==> src/rtl/integ_pkg.sv <==
package integ_pkg;
  // Default geometry of the integrator
  localparam int SMP_W_D  = 8;
  localparam int ACC_W_D  = 20;
  localparam int ZERO_D   = 127;
  localparam int SEL_W_D  = 3;

  // What the accumulator does in a cycle
  typedef enum logic [1:0] {
    ACT_HOLD = 2'd0,
    ACT_LOAD = 2'd1,
    ACT_ACC  = 2'd2
  } acc_act_e;
endpackage

==> src/rtl/offset_conv.sv <==
module offset_conv #(
  parameter int SMP_W = 8,
  parameter int ZERO  = 127
) (
  input  logic [SMP_W-1:0]        code,
  output logic signed [SMP_W:0]   val
);
  localparam logic [SMP_W:0] ZERO_V = (SMP_W+1)'(ZERO);

  logic [SMP_W:0] diff;

  always_comb begin
    diff = {1'b0, code} - ZERO_V;
    val  = $signed(diff);
  end
endmodule

==> src/rtl/leak_term.sv <==
module leak_term #(
  parameter int ACC_W = 20,
  parameter int SEL_W = 3
) (
  input  logic signed [ACC_W-1:0] x,
  input  logic                    en,
  input  logic [SEL_W-1:0]        sel,
  output logic signed [ACC_W-1:0] y
);
  localparam int NSTEP = 1 << SEL_W;

  logic signed [ACC_W-1:0] cand [NSTEP];

  // One decayed candidate per shift amount (shift = index + 1)
  for (genvar i = 0; i < NSTEP; i++) begin : g_shift
    assign cand[i] = x - (x >>> (i + 1));
  end

  always_comb begin
    if (en) y = cand[sel];
    else    y = x;
  end
endmodule

==> src/rtl/sat_add.sv <==
module sat_add #(
  parameter int ACC_W = 20,
  parameter int SMP_W = 8
) (
  input  logic signed [ACC_W-1:0] a,
  input  logic signed [SMP_W:0]   b,
  output logic signed [ACC_W-1:0] y,
  output logic                    hit
);
  localparam int EXT = ACC_W - SMP_W;
  localparam logic signed [ACC_W-1:0] POS_LIM = {1'b0, {(ACC_W-1){1'b1}}};
  localparam logic signed [ACC_W-1:0] NEG_LIM = {1'b1, {(ACC_W-1){1'b0}}};

  logic signed [ACC_W:0] wide;

  always_comb begin
    wide = {a[ACC_W-1], a} + {{EXT{b[SMP_W]}}, b};
    hit  = wide[ACC_W] != wide[ACC_W-1];
    if (!hit)             y = wide[ACC_W-1:0];
    else if (wide[ACC_W]) y = NEG_LIM;
    else                  y = POS_LIM;
  end
endmodule

==> src/rtl/rst_sync.sv <==
module rst_sync #(
  parameter int STAGES = 2
) (
  input  logic clk,
  input  logic rst_n,
  output logic rst_n_sync
);
  logic [STAGES-1:0] chain_q;

  always_ff @(posedge clk or negedge rst_n) begin
    if (!rst_n) chain_q <= '0;
    else        chain_q <= {chain_q[STAGES-2:0], 1'b1};
  end

  assign rst_n_sync = chain_q[STAGES-1];
endmodule

==> src/rtl/leaky_integrator.sv <==
module leaky_integrator
  import integ_pkg::*;
#(
  parameter int SMP_W = SMP_W_D,
  parameter int ACC_W = ACC_W_D,
  parameter int ZERO  = ZERO_D,
  parameter int SEL_W = SEL_W_D
) (
  input  logic             clk,
  input  logic             rst_n,
  input  logic             smp_vld,
  input  logic [SMP_W-1:0] smp_code,
  input  logic             ld_stb,
  input  logic [ACC_W-1:0] ld_val,
  input  logic             leak_en,
  input  logic [SEL_W-1:0] leak_sel,
  output logic [ACC_W-1:0] acc_out,
  output logic             ovf
);
  logic                    rst_n_i;
  logic signed [SMP_W:0]   u_val;
  logic signed [ACC_W-1:0] acc_q, acc_d;
  logic signed [ACC_W-1:0] decayed, summed;
  logic                    sat_hit;
  logic                    ovf_q, ovf_d;
  logic                    acc_en;
  acc_act_e                act;

  rst_sync #(.STAGES(2)) u_rst (
    .clk        (clk),
    .rst_n      (rst_n),
    .rst_n_sync (rst_n_i)
  );

  offset_conv #(.SMP_W(SMP_W), .ZERO(ZERO)) u_conv (
    .code (smp_code),
    .val  (u_val)
  );

  leak_term #(.ACC_W(ACC_W), .SEL_W(SEL_W)) u_leak (
    .x   (acc_q),
    .en  (leak_en),
    .sel (leak_sel),
    .y   (decayed)
  );

  sat_add #(.ACC_W(ACC_W), .SMP_W(SMP_W)) u_add (
    .a   (decayed),
    .b   (u_val),
    .y   (summed),
    .hit (sat_hit)
  );

  // Action select: load wins over a sample
  always_comb begin
    if (ld_stb)       act = ACT_LOAD;
    else if (smp_vld) act = ACT_ACC;
    else              act = ACT_HOLD;
  end

  // Next-state
  always_comb begin
    acc_d  = acc_q;
    ovf_d  = ovf_q;
    acc_en = 1'b0;
    unique case (act)
      ACT_LOAD: begin
        acc_d  = $signed(ld_val);
        ovf_d  = 1'b0;
        acc_en = 1'b1;
      end
      ACT_ACC: begin
        acc_d  = summed;
        ovf_d  = ovf_q | sat_hit;
        acc_en = 1'b1;
      end
      default: begin
        acc_d  = acc_q;
        ovf_d  = ovf_q;
        acc_en = 1'b0;
      end
    endcase
  end

  // Registers with explicit enable
  always_ff @(posedge clk or negedge rst_n_i) begin
    if (!rst_n_i) begin
      acc_q <= '0;
      ovf_q <= 1'b0;
    end else if (acc_en) begin
      acc_q <= acc_d;
      ovf_q <= ovf_d;
    end
  end

  assign acc_out = acc_q;
  assign ovf     = ovf_q;
endmodule

==> config.mk <==
export PLATFORM = sky130hd
export DESIGN_NAME = leaky_integrator
export DESIGN_NICKNAME = d
export VERILOG_FILES = /design/src/rtl/integ_pkg.sv /design/src/rtl/offset_conv.sv /design/src/rtl/leak_term.sv /design/src/rtl/sat_add.sv /design/src/rtl/rst_sync.sv /design/src/rtl/leaky_integrator.sv
export SDC_FILE = /design/constraint.sdc
export NUM_CORES = 1
export LEC_CHECK = 0
export ABC_AREA = 1
export BUFFER_PORTS_ARGS = -buffer_cell sky130_fd_sc_hd__buf_2
export CAP_MARGIN = 20
export CORE_MARGIN = 5
export CORE_UTILIZATION = 60
export CTS_CLUSTER_DIAMETER = 100
export DETAILED_ROUTE_END_ITERATION = 8
export GPL_ROUTABILITY_DRIVEN = 1
export PLACE_DENSITY = 0.88
export SYNTH_ARGS = -nofsm -noshare
export SYNTH_HDL_FRONTEND = slang
export SYNTH_SLANG_ARGS = --single-unit
==> constraint.sdc <==
create_clock -name clk -period 2.7 [get_ports clk]
set_clock_uncertainty 0.2 [all_clocks]
set_input_delay 0.135 -clock clk [delete_from_list [all_inputs] [get_ports clk]]
set_output_delay 0.135 -clock clk [all_outputs]
set_load 0.02 [all_outputs]
==> results of run 1 <==
==> repair_timing <==
item | in CTS
setup buffers | 34
endpoints found under the hold margin | 12
pin swaps | 73
gates resized for setup | 229
setup endpoints to repair | 21
hold buffers | 12
==> metal layers <==
| metal | track usage, % | GRT overflow |
|---|---|---|
| met5 | 53.2 | 0 |
| met4 | 86.5 | 147 |
| met3 | 75.6 | 15 |
| met2 | 96.2 | 254 |
| met1 | 79.9 | 15 |
==> synth_stat cells, drive strengths merged (13+ instances only) <==
| library cell | number | area, um2 |
|---|---|---|
| o21bai | 13 | 97.6 |
| nor2 | 218 | 858 |
| nand3 | 309 | 1580 |
| o21ai | 88 | 444 |
| clkbuf | 15 | 56.3 |
| nand2 | 751 | 2880 |
| nor3 | 23 | 131 |
| buf | 27 | 128 |
| a21oi | 151 | 767 |
| inv | 315 | 1180 |
| dfrtp | 23 | 576 |
| xnor2 | 25 | 219 |
| ha | 145 | 1810 |
| xor2 | 22 | 193 |
==> cell families after synthesis <==
group | count (synthesis) | synth area share, %
simple gates | 1340 | 48.5
fa+ha+maj | 154 | 17.0
xor+xnor | 47 | 3.50
compound gates | 301 | 14.4
buf+inv | 358 | 11.7
other cells | 1 | 0.0319
flops | 23 | 4.90
==> metrics by stage <==
step | cells | setup TNS (ns) | utilization (%) | hold slack [ns] | area, um2
floorplan | 2224 | -19.70 | - | -0.361 | 12100
global placement | 2916 | -32.68 | 81.1 | -0.280 | 15700
detailed placement | 2916 | -37.38 | 81.1 | -0.269 | 15700
CTS | 2966 | -31.67 | 89.4 | 0.0351 | 17300
==> summary.md, run 1 <==
| Metric | Value |
|---|---|
| Error | `[ERROR GRT-0116] Global routing finished with congestion. Check the congestion regions in the DRC Viewer.` |
| First-pass GRT wire length | `147 mm` |
| YS warnings | `0` |
| All-Layer GR Usage | `83.8%` |
| Sequential area share after synthesis | `4.90%` |
| Synth unique cells | `53` |
| I/O Pins | `57` |
| Clk sinks | `23` |
| Seq cells post-synth | `23` |
| Clock Tree Root | `clkbuf_16` |
| Detailed Place HPWL | `45.1 mm` |
| Number of synthesized flops with an enable pin | `0` |
| CTS Buffer Depth | `2` |
| Syn_nets | `2414` |
| Mapped Area | `11700 um2` |
| Depth of the CTS H-tree | `1` |
| Number of cell rows | `51` |
| Chip Height | `150 um` |
| Total grt overflow | `431` |
| Pre-CTS WS | `-1.86 ns` |
| PortBufs | `56` |
| Async SR Flop Fraction | `100%` |
| Top_reg_cell synth | `dfrtp_1` |
| Die Wd | `150 um` |
| Stop stage | `global routing` |
| Largest net degree at the start of global routing | `43` |
| Final GP Congestion | `1.14` |
| TritonCTS Buffers | `3` |
| Post-synthesis cell count | `2224` |
| Outcome | `did not finish` |
| Number of global-route vias before repair | `24600` |
| Initial Utilization | `60.5%` |
| Syn_area_per_cell | `5.28 um2` |
==> run 2: changes to the inputs <==
- CORE_UTILIZATION: 60 -> 40
- CTS_CLUSTER_DIAMETER: 100 -> not set
- PLACE_DENSITY: 0.88 -> not set
- PLACE_DENSITY_LB_ADDON: not set -> 0.15
==> run 2 against run 1 <==
The flow now finishes, with violations (negative setup slack). Area after synthesis is the same. Synthesized cell count is the same.
==> summary.md, run 2 <==
| Metric | Value |
|---|---|
| WS Path Type | `reg -> reg` |
| Area leader, netlist | `nand2_1 (unchanged)` |
| Inserted Diodes | `0` |
| Crit path from | `acc_out[2]` |
| Most common cell after layout, fill and taps aside | `nand2_1` |
| Peak VDD IR | `0.533 mV` |
| Final net count | `2933` |
| Synth unique cells | `53 (unchanged)` |
| Worst hold start | `ld_val[6]` |
| Core ar. | `28900 um2` |
| Post-DR vias/cell | `5.48` |
| Layout cells sized above 1 | `33.6%` |
| Unrepaired setup endpoints after global routing | `true` |
| Final WL | `56.9 mm` |
| Hold crit path type | `in -> reg` |
| Async SR Flop Fraction | `100% (unchanged)` |
| Total grt overflow | `0` |
| Syn-to-layout area delta | `54.4%` |
| Die area | `32900 um2` |
| Clk sinks | `23 (unchanged)` |
| Chip Height | `181 um (was 150 um)` |
| Final instance area | `18100 um2` |
| Final GP Congestion | `1.06 (was 1.14)` |
| Syn_area_per_cell | `5.28 um2 (unchanged)` |
| Seq cells post-synth | `23 (unchanged)` |
| Largest net degree at the start of global routing | `25` |
| WP data arrival | `4.32 ns` |
| LEAKAGE | `0.00972 uW` |
| Slew HR | `32.6%` |
| DRC | `0` |
| Syn_nets | `2414 (unchanged)` |
| Via Count | `17123` |
| DRT iter0 DRCs | `1535` |
| R2R cell count | `25` |
| PortBufs | `56 (unchanged)` |
| First-pass GRT wire length | `87.0 mm` |
| Slew Viols, Final | `0` |
| Detailed Place HPWL | `46.5 mm (was 45.1 mm)` |
| Clk_lat worst skew | `0.27 ns` |
| Max reg flops | `20` |
| Worst setup SP type | `flop` |
| Min Hold Slack | `0.0180 ns` |
| CTS tree | `built` |
| Post-synthesis cell count | `2224 (unchanged)` |
| Worst EP required | `2.69 ns` |
| ANT nets after route | `0` |
| Ranking of synthesized cells by area | `nand2_1 23%, ha_1 15%, nand3_1 13%, inv_1 9.8%, nor2_1 6.6% (unchanged)` |
| Depth of the CTS H-tree | `1 (unchanged)` |
| Sequential area share after synthesis | `4.90% (unchanged)` |
| Die Wd | `181 um (was 150 um)` |
| Final worst path period need | `4.33 ns` |
| Clock Tree Root | `clkbuf_16 (unchanged)` |
| Min-Delay Path Depth | `5` |
| Fmax | `0.231 GHz` |
| Crit path max fanout | `6` |
| Top_reg_cell synth | `dfrtp_1 (unchanged)` |
| All-Layer GR Usage | `32.8%` |
| Number of cell rows | `62 (was 51)` |
| Final worst slack | `-1.63 ns` |
| Maxcap violations | `0` |
| Commonest cells in the netlist | `734 x nand2_1, 307 x inv_1, 303 x nand3_1, 208 x nor2_1, 148 x a21oi_1 (unchanged)` |
| Most frequent cell after synthesis | `nand2_1 (unchanged)` |
| Endpoints failing setup | `21` |
| Routed len/inst | `18.2 um` |
| Final core occ | `62.8%` |
| Fin crit share | `161%` |
| Placed cell area | `16300 um2 (was 15700 um2)` |
| PwrDens | `1320 nW/um2` |
| Failing checks | `negative setup slack` |
| Actual slew at the worst max-slew pin | `1.01 ns` |
| Mapped Area | `11700 um2 (unchanged)` |
| CTS Buffer Depth | `2 (unchanged)` |
| Outcome | `finished, violations left (was did not finish)` |
| Critical R2R Launch | `acc_out[2]` |
| TritonCTS Buffers | `3 (unchanged)` |
| Number of global-route vias before repair | `16421` |
| Initial antenna violation count | `1` |
| YS warnings | `0 (unchanged)` |
| Initial Utilization | `40.7% (was 60.5%)` |
| Drt pass-1 iters | `5` |
| Post-synth top area share | `23.5% (unchanged)` |
| Hold Vio Cnt, Final | `0` |
| Most frequent cells in the layout | `658 x nand2_1, 445 x buf_4, 284 x inv_1` |
| Number of synthesized flops with an enable pin | `0 (unchanged)` |
| Clock-pin slew on the worst setup and hold paths | `0.07 ns` |
| I/O Pins | `57 (unchanged)` |
| Post-Route Setup TNS | `-32.76 ns` |
| Crit. End Element | `flop` |
[run 2: cell counts after synthesis]
Identical to the previous run, type by type.
[run 2: cell type report]
type,count,area [um2]
Fill cell,2778,10700
Timing Repair Buffer,556,4420
Multi-Input combinational cell,1843,11300
Clock buffer,3,75.1
Sequential cell,23,604
Clock inverter,1,5.00
Tap cell,384,480
Inverter,316,1230
[run 2: layer usage]
metal | vias up | part of all wire, % | GRT usage (%)
met4 | 0 | 5.8 | 15.7
met5 | - | 0 | 0
met3 | 177 | 6.3 | 2.63
met2 | 729 | 48 | 57.6
li1 | 8290 | - | -
met1 | 7927 | 40 | 40.4
[run 2: repair_timing]
| item | in CTS | in global routing |
|---|---|---|
| hold endpoints to repair | 12 | 0 |
| setup endpoints to repair | 21 | 21 |
| pin swaps | 59 | 63 |
| setup buffers | 19 | 16 |
| gates resized for setup | 165 | 165 |
| hold buffers | 12 | 0 |
[run 2: cell families after synthesis]
group                    synth area share [%]
AO/OA/AOI/OAI                            14.4
XOR/XNOR                                 3.50
adder cells (fa/ha/maj)                  17.0
buffers and inverters                    11.7
flip-flops                               4.90
other                                  0.0319
AND/OR/NAND/NOR                          48.5
[run 2: report_power, final]
group,internal [uW],switching (uW),total [uW]
Combinational,9950,12900,22800
Clock,201,154,355
Sequential,472,237,710
[run 2: worst max-delay path, stage by stage (launching register included)]
cell	delay (ns)
dfrtp_2	0.50
buf_6	0.13
ha_1	0.14
inv_2	0.05
fa_2	0.42
nand2_2	0.09
nand3_1	0.10
nand2_1	0.12
o21ai_0	0.10
xor2_1	0.16
o211ai_1	0.28
nand3_1	0.19
nand3_2	0.14
nand2_4	0.08
ha_4	0.30
buf_4	0.13
nand3_2	0.13
nor2_4	0.13
nand3_2	0.11
nand3_2	0.11
nand2_1	0.06
nand2_2	0.08
nand2_4	0.10
buf_6	0.15
buf_6	0.10
o211ai_1	0.14
[run 2: through the flow]
step	total power [uW]	cells	worst slack (ns)
4_1_cts	22200	3111	-1.49
3_5_place_dp	20600	3076	-1.82
6_report	23900	3126	-1.63
3_3_place_gp	20400	3076	-1.80
2_1_floorplan	11800	2224	-0.983
5_1_grt	25900	3126	-1.83
[run 2: final timing paths]
check | to | slack (ns)
max | ovf | -1.63
min | acc_out[6] | 0.02
max reg2reg | ovf | -1.63
min reg2reg | u_rst.chain_q[1] | 0.16
max in group asynchronous | acc_out[9] | 1.35
min in group asynchronous | acc_out[1] | 0.23
(Power assumes the default switching activity.)
